`config.mk`:
```
export PLATFORM = sky130hd
export DESIGN_NAME = alu_flags_unit
export DESIGN_NICKNAME = d
export VERILOG_FILES = /design/src/rtl/alu_pkg.sv /design/src/rtl/alu_datapath.sv /design/src/rtl/alu_flag_merge.sv /design/src/rtl/alu_flags_unit.sv
export SDC_FILE = /design/constraint.sdc
export NUM_CORES = 1
export LEC_CHECK = 0
export ABC_AREA = 0
export BUFFER_PORTS_ARGS = -buffer_cell sky130_fd_sc_hd__buf_4
export CAP_MARGIN = 20
export CORE_ASPECT_RATIO = 0.9
export CORE_MARGIN = 2
export CORE_UTILIZATION = 30
export CTS_CLUSTER_DIAMETER = 30
export DETAILED_ROUTE_END_ITERATION = 7
export SLEW_MARGIN = 10
export SYNTH_ARGS = -nofsm -noshare
export SYNTH_HDL_FRONTEND = slang
export SYNTH_SLANG_ARGS = --single-unit
```
`constraint.sdc`:
```
create_clock -name clk -period 8.1 [get_ports clk]
set_clock_uncertainty 0.2 [all_clocks]
set_input_delay 0.81 -clock clk [delete_from_list [all_inputs] [get_ports clk]]
set_output_delay 0.81 -clock clk [all_outputs]
set_load 0.03 [all_outputs]
```
`src/rtl/alu_pkg.sv`:
```
package alu_pkg;
  localparam int DW  = 16;
  localparam int BW  = 8;
  localparam int NIB = 4;
  localparam int NCTL = 3;

  localparam int FLG_C = 0;
  localparam int FLG_P = 2;
  localparam int FLG_A = 4;
  localparam int FLG_Z = 6;
  localparam int FLG_S = 7;
  localparam int FLG_T = 8;
  localparam int FLG_I = 9;
  localparam int FLG_D = 10;
  localparam int FLG_O = 11;

  localparam logic [DW-1:0] UNUSED_MASK = 16'hF02A;

  typedef enum logic [2:0] {
    OP_ADD = 3'd0,
    OP_SUB = 3'd1,
    OP_AND = 3'd2,
    OP_OR  = 3'd3,
    OP_XOR = 3'd4,
    OP_INC = 3'd5,
    OP_DEC = 3'd6,
    OP_MOV = 3'd7
  } op_e;
endpackage

```
`src/rtl/alu_datapath.sv`:
```
module alu_datapath
  import alu_pkg::*;
(
  input  op_e            op,
  input  logic           word,
  input  logic [DW-1:0]  a,
  input  logic [DW-1:0]  b,
  input  logic           c_in,
  output logic [DW-1:0]  res,
  output logic           c_out,
  output logic           aux_out,
  output logic           ovf_out,
  output logic           upd
);
  logic [DW-1:0] mask, am, bm, opnd;
  logic [DW:0]   sum, diff, raw;
  logic          is_sub, is_arith, s_a, s_o, s_r, cy;

  always_comb begin
    mask = word ? {DW{1'b1}} : {{(DW-BW){1'b0}}, {BW{1'b1}}};
    am   = a & mask;
    bm   = b & mask;
    opnd = (op == OP_INC || op == OP_DEC) ? {{(DW-1){1'b0}}, 1'b1} : bm;
    sum  = {1'b0, am} + {1'b0, opnd};
    diff = {1'b0, am} - {1'b0, opnd};
    is_sub   = (op == OP_SUB) || (op == OP_DEC);
    is_arith = (op == OP_ADD) || (op == OP_SUB) || (op == OP_INC) || (op == OP_DEC);
    raw  = is_sub ? diff : sum;
    cy   = word ? raw[DW] : raw[BW];

    case (op)
      OP_AND:  res = am & bm;
      OP_OR:   res = am | bm;
      OP_XOR:  res = am ^ bm;
      OP_MOV:  res = bm;
      default: res = raw[DW-1:0] & mask;
    endcase

    s_a = word ? am[DW-1]   : am[BW-1];
    s_o = word ? opnd[DW-1] : opnd[BW-1];
    s_r = word ? res[DW-1]  : res[BW-1];

    upd     = (op != OP_MOV);
    aux_out = is_arith & (am[NIB] ^ opnd[NIB] ^ res[NIB]);
    if (!is_arith)
      ovf_out = 1'b0;
    else if (is_sub)
      ovf_out = (s_a != s_o) && (s_r != s_a);
    else
      ovf_out = (s_a == s_o) && (s_r != s_a);

    if (op == OP_ADD || op == OP_SUB) c_out = cy;
    else if (op == OP_INC || op == OP_DEC) c_out = c_in;
    else c_out = 1'b0;
  end
endmodule

```
`src/rtl/alu_flag_merge.sv`:
```
module alu_flag_merge
  import alu_pkg::*;
(
  input  logic [DW-1:0]   res,
  input  logic            word,
  input  logic            c_new,
  input  logic            aux_new,
  input  logic            ovf_new,
  input  logic            upd,
  input  logic            take,
  input  logic [DW-1:0]   st_q,
  input  logic [NCTL-1:0] set_cmd,
  input  logic [NCTL-1:0] clr_cmd,
  output logic [DW-1:0]   st_d
);
  logic [NCTL-1:0] ctl_q;

  always_comb begin
    st_d  = '0;
    ctl_q = st_q[FLG_T +: NCTL];
    st_d[FLG_T +: NCTL] = (ctl_q & ~clr_cmd) | set_cmd;
    if (take && upd) begin
      st_d[FLG_C] = c_new;
      st_d[FLG_P] = ~^res[BW-1:0];
      st_d[FLG_A] = aux_new;
      st_d[FLG_Z] = (res == '0);
      st_d[FLG_S] = word ? res[DW-1] : res[BW-1];
      st_d[FLG_O] = ovf_new;
    end else begin
      st_d[FLG_C] = st_q[FLG_C];
      st_d[FLG_P] = st_q[FLG_P];
      st_d[FLG_A] = st_q[FLG_A];
      st_d[FLG_Z] = st_q[FLG_Z];
      st_d[FLG_S] = st_q[FLG_S];
      st_d[FLG_O] = st_q[FLG_O];
    end
  end
endmodule

```
`src/rtl/alu_flags_unit.sv`:
```
module alu_flags_unit
  import alu_pkg::*;
(
  input  logic            clk,
  input  logic            rst_n,
  input  logic            in_valid,
  output logic            in_ready,
  input  logic [2:0]      in_op,
  input  logic            in_word,
  input  logic [DW-1:0]   in_a,
  input  logic [DW-1:0]   in_b,
  input  logic [NCTL-1:0] ctl_set,
  input  logic [NCTL-1:0] ctl_clr,
  input  logic            str_word,
  output logic            out_valid,
  input  logic            out_ready,
  output logic [DW-1:0]   out_result,
  output logic [DW-1:0]   status,
  output logic [DW-1:0]   ptr_step
);
  logic [DW-1:0] res_c, st_d, step_mag;
  logic c_n, a_n, o_n, upd, take;

  assign in_ready = !out_valid || out_ready;
  assign take     = in_valid && in_ready;

  alu_datapath u_dp (
    .op(op_e'(in_op)), .word(in_word), .a(in_a), .b(in_b),
    .c_in(status[FLG_C]), .res(res_c), .c_out(c_n),
    .aux_out(a_n), .ovf_out(o_n), .upd(upd)
  );

  alu_flag_merge u_fm (
    .res(res_c), .word(in_word), .c_new(c_n), .aux_new(a_n),
    .ovf_new(o_n), .upd(upd), .take(take), .st_q(status),
    .set_cmd(ctl_set), .clr_cmd(ctl_clr), .st_d(st_d)
  );

  always_ff @(posedge clk) begin
    if (!rst_n) begin
      out_valid  <= 1'b0;
      out_result <= '0;
      status     <= '0;
    end else begin
      status <= st_d;
      if (take) begin
        out_valid  <= 1'b1;
        out_result <= res_c;
      end else if (out_ready) begin
        out_valid  <= 1'b0;
      end
    end
  end

  assign step_mag = str_word ? DW'(2) : DW'(1);
  assign ptr_step = status[FLG_D] ? (~step_mag + DW'(1)) : step_mag;
endmodule

```
---- Word level (Yosys, flattened, before mapping) ----
Index checks and enable logic that the tools add are counted.
storage, ports and cells
  bits in registers ....................... 33
  bits in latches ......................... 0
  bits in writable memories ............... 0
  bits in read-only memories .............. 0
  logic and storage cells ................. 66
  memories kept ........................... 0
operators by class
  add/sub/neg operators ................... 3
  $mul .................................... 0
  divide/modulo/power cells ............... 0
  order comparisons ....................... 0
  equal/unequal tests ..................... 12
  shifts and indexed selects .............. 0
  mux-type cells .......................... 16
  bitwise gates (word level) .............. 13
  reduce and logical (&&, ||, !) cells .... 16
operator list
  cell                                                                   count
  16-bit bitwise AND                                                     4
  16-bit case mux with 4 select lines                                    1
  16-bit two-way mux                                                     3
  16-bit by 16-bit adder with 17-bit output                              1
  17-bit two-way mux                                                     1
  16-bit by 16-bit subtractor with 17-bit output                         1
  16-bit by 1-bit adder with 16-bit output, second input constant        1
  16-bit logical NOT                                                     1
  2-bit inverter with 16-bit output                                      1
  16-bit bitwise OR                                                      1
  16-bit bitwise XOR                                                     1
  3-bit equality test, second input constant                             4
  1-bit two-way mux                                                      10
  8-bit XNOR reduction                                                   1
  3-bit by 2-bit equality test with 1-bit output, second input constant  2
  1-bit logical OR                                                       6
  1-bit logical AND                                                      4
  3-bit bitwise AND                                                      1
  3-bit by 1-bit equality test with 1-bit output, second input constant  1
  3-bit logical NOT                                                      1
  3-bit != test, second input constant                                   1
  3-bit inverter                                                         1
  3-bit bitwise OR                                                       1
  2-bit two-way mux                                                      1
  8 further kinds                                                        10

---- Logic depth before layout (Yosys ltp) ----
  depth in word-level cells ............... 12
  mapped depth ............................ 20
  gate-level depth less buffers ........... 18

---- Hierarchy ----
A second synthesis with hierarchy kept.
unflattened totals
  cell total of the unflattened synthesis .. 557
  area, all modules ....................... 4219.0 µm²
modules (own cells, without submodules)
  module          instances  cells an instance  area an instance (µm²)  sequential area each (µm²)
  alu_datapath    1          389                2666.3                  0.0
  alu_flags_unit  1          124                1242.4                  660.6
  alu_flag_merge  1          44                 310.3                   0.0

---- Worst setup path before layout ----
No wires, ideal clock.
  path type ............................... input port to flip-flop
  start point ............................. input port in_op[2]
  end point ............................... register status[6]
  library setup time ...................... 0.087 ns
  arrival time ............................ 4.643 ns
  required time ........................... 7.813 ns
  path slack .............................. 3.170 ns
  cell stages on the path ................. 18
  cells stage by stage .................... clkbuf_1 clkbuf_1 nand2b_1 clkbuf_1 o221ai_1 ha_1 and3b_1 o21ai_1 nand2_1 xor2_1 mux4_2 mux2i_1 ha_1 nand4_1 or3_1 a2111oi_2 nand4_1 o31ai_1
between the ends
  cells in the longest elaborated chain, start to end .. 8
  elaborated cells on any way between the ends .. 18
RTL lines
  what                                                                                                         line                                    RTL
  start: declaration                                                                                           alu_flags_unit.sv:8                     input logic [2:0] in_op,
  3-bit equality test, on equally long branches                                                                alu_datapath.sv:23, alu_datapath.sv:26
  1-bit logical OR                                                                                             alu_datapath.sv:23                      opnd = (op == OP_INC || op == OP_DEC) ? {{(DW-1){1'b0}}, 1'b1} : bm;
  16-bit two-way mux                                                                                           alu_datapath.sv:23
  16-bit by 16-bit adder with 17-bit output or 16-bit by 16-bit subtractor with 17-bit output (tied branches)  alu_datapath.sv:24, alu_datapath.sv:25
  17-bit two-way mux                                                                                           alu_datapath.sv:28                      raw = is_sub ? diff : sum;
  16-bit bitwise AND                                                                                           alu_datapath.sv:36                      default: res = raw[DW-1:0] & mask;
  16-bit case mux with 4 select lines                                                                          alu_datapath.sv:31                      case (op)
  16-bit logical NOT                                                                                           alu_flag_merge.sv:26                    st_d[FLG_Z] = (res == '0);
  end signal: assignment                                                                                       alu_flags_unit.sv:45                    status <= st_d;
  end: declaration                                                                                             alu_flags_unit.sv:18                    output logic [DW-1:0] status,
Parallel ways exist; a longest one is shown, timed or not.
A chain may end at the register's enable or synchronous reset.

---- Worst setup path in the final report ----
  start point ............................. input port in_op[0]
  end point ............................... register status[6]
Same word-level chain as after synthesis.

==> reports/metrics.cfg <==
[sta]
slew_headroom = 0.328
worst_slack_ps = 2630
max_freq_mhz = 183
slew_violations = 0
timing.setup.tns_ps = 0
hold_viol_final = 0
hold_ws_ps = 261
period_needed_ps = 5470
min_period_over_period = 0.676
worst_pin_slew_ps = 1000
rsz0062_at_grt = no
setup_viol = 0

[synthesis]
netlist_top_cells_count = 60 x nand2_1, 52 x ha_1, 48 x a21oi_1, 48 x inv_1, 39 x nor2_1
synth_mux_area_frac = 0.0446
synth_top_family_by_area = compound AO/OA/AOI/OAI gates
ys_seq_elements = 26
netlist_area_um2 = 4040
synth_compound_area_frac = 0.288
ys_warn_count = 0
synth_edf_count = 0
synth_area_leaders = ha_1 16%, dfxtp_1 13%, a21oi_1 6.0%, nand2_1 5.6%, inv_1 4.5%
yosysMostFrequentCell = nand2_1
synth-simple-area-share = 0.214
synth-xor-area-share = 0.0412
ys_seq_area_frac = 0.129
synthCells = 571
synth_top_area_frac = 0.161
avgSynthCellArea_um2 = 7.07
synthArstFlopShare = 0
synth_cell_types = 68
yosys.area.top_type = ha_1
synthFlopType = dfxtp_1
synth_fa_ha_area_frac = 0.166

[clock_network]
cts_buffer_depth = 2
htree_levels = 1
cts-resized-gates = 0
cts.clk_slew.worst_paths_ps = 60
cts.sinks = 26
cts_setup_buffers = 0
cts_tree = done
cts_buffers = 3
clk_latency_ps = 260
ctsHoldBuffers = 0
root_buffer = clkbuf_16

[floorplan]
coreArea_um2 = 13300
initial_core_util = 0.304
die_w_um = 126
io_pins = 97
rows = 40
die_h_um = 114
die-area_um2 = 14400

[run]
cap_violations = 0

[final_layout]
final_cell_area_um2 = 4720
drive_gt1_frac = 0.179
fill_cells = 1397
antenna_cells = 0
area_growth_pct = 17.0
nets = 717

[placement]
place.gp.congestion = 0.928
dpl_cell_area_um2 = 4650
dp_slack_ps = 2380
io_buffers = 89
dp_hpwl_um = 10200

[routing]
routed.top_layer = met4
ant_nets = 0
wl_um = 12600
drt_pre_antenna_iters = 5
wl_per_cell_um = 16.1
met1_length_um = 5720
drt-initial-drc-count = 278
avgViaCountPerCell = 5.42
wl_met2_um = 5870
vias = 4241
wl_met3_um = 785
drc = 0

[hold_path]
hold_start = status[4]$_SDFFE_PN0P_
hold_path_class = flop to flop

[power_and_ir_drop]
p_per_area_nw_per_um2 = 129
peakVddDrop_uv = 73.3
p_leak_nw = 2.24

[worst_setup_path]
crit_path_end_kind = flop
critical_path_class = primary input to flop
cp-start-kind = primary input
critPathMaxFanout = 40
reg2reg_from = out_valid$_SDFFE_PN0P_
critPathLaunch = in_op[0]
cp.arrival_ps = 5450
crit_required_ps = 8080

[grt]
antenna_found_initial = 0
grt_usage = 0.170
overflow = 0
grt_pass1_wl_um = 20300
grt_max_degree = 50
grt_pass1_vias = 4103

[status]
status = completed

-- worst max-delay path: stages --
cell and delay [ps]:
buf_4 370, nor2b_1 500, nand2b_1 430, o221ai_1 410, ha_1 300, and3b_1 220, o21ai_1 210, nand2_1 90
xor2_1 160, mux4_2 460, mux2i_1 190, ha_1 180, nand4_1 90, or3_1 370, a2111oi_2 280, nand4_1 140
o31ai_1 230
-- layer usage --
layer,up-vias,GRT usage
met5,-,0
met4,0,0.0359
met3,18,0.0164
met2,172,0.293
met1,1968,0.230
li1,2083,-
-- cell type report --
| cell class | count | area, µm² | area share |
|---|---|---|---|
| multi-input cells | 448 | 3070 | 0.649 |
| flip-flops and latches | 26 | 520 | 0.110 |
| repair buffers | 89 | 668 | 0.141 |
| clock buffers | 3 | 75.1 | 0.0159 |
| well taps | 168 | 210 | 0.0445 |
| inverters | 49 | 184 | 0.0389 |
-- flip-flops by register name, indices dropped and copies added, names as in the netlist --
register and count:
status 9, out_valid 1, out_result 16
-- cell usage in the layout, fill, tap and decap left out, types with 3 or more instances in the layout --
master and n:
buf_4 89, nand2_1 60, ha_1 52, inv_1 48
a21oi_1 48, nor2_1 39, o21ai_0 32, dfxtp_1 26
nand3_1 20, xnor2_1 15, and2_1 12, a22oi_1 11
a21o_1 10, mux2i_1 9, a211oi_1 9, o22ai_1 8
a31oi_1 8, nor2b_1 7, o21ai_1 7, nand2b_1 7
nor3_1 7, conb_1 7, o211ai_1 5, and3_1 5
o221ai_1 5, o21bai_1 4, xor2_1 4, or3_1 4
nand4_1 4, a211oi_2 3, or4_1 3, mux4_2 3
o21a_1 3, clkbuf_16 3
-- power breakdown --
part | internal, mW | total, mW | switching (mW)
combinational | 0.142 | 0.354 | 0.212
clock | 0.0654 | 0.108 | 0.0425
sequential | 0.141 | 0.149 | 0.00842
-- worst paths after layout --
kind                                               end  slack (ps)  depth (start not counted)
worst max-delay path            status[6]$_SDFFE_PN0P_        2630                         17
worst min-delay path            status[4]$_SDFFE_PN0P_         260                          2
worst max register to register  status[6]$_SDFFE_PN0P_        5690                          7
worst min register to register  status[4]$_SDFFE_PN0P_         260                          2
-- per-stage QoR --
stage | std cells | utilization | power (mW)
final | 783 | 0.356 | 0.611
after global routing | 783 | 0.356 | 0.658
after CTS | 783 | 0.356 | 0.610
after detailed placement | 780 | 0.351 | 0.502
after global placement | 780 | 0.351 | 0.497
after floorplan | 577 | - | 0.408
-- logic make-up (layout without fill, tap and decap cells) --
group                    Yosys count  after routing
buffers and inverters            103            141
adder cells (fa/ha/maj)           53             53
other                              1              7
multiplexers                      14             14
XOR/XNOR                          19             19
AO/OA/AOI/OAI                    176            176
AND/OR/NAND/NOR                  179            179
flip-flops                        26             26
(Power assumes the default switching activity.)
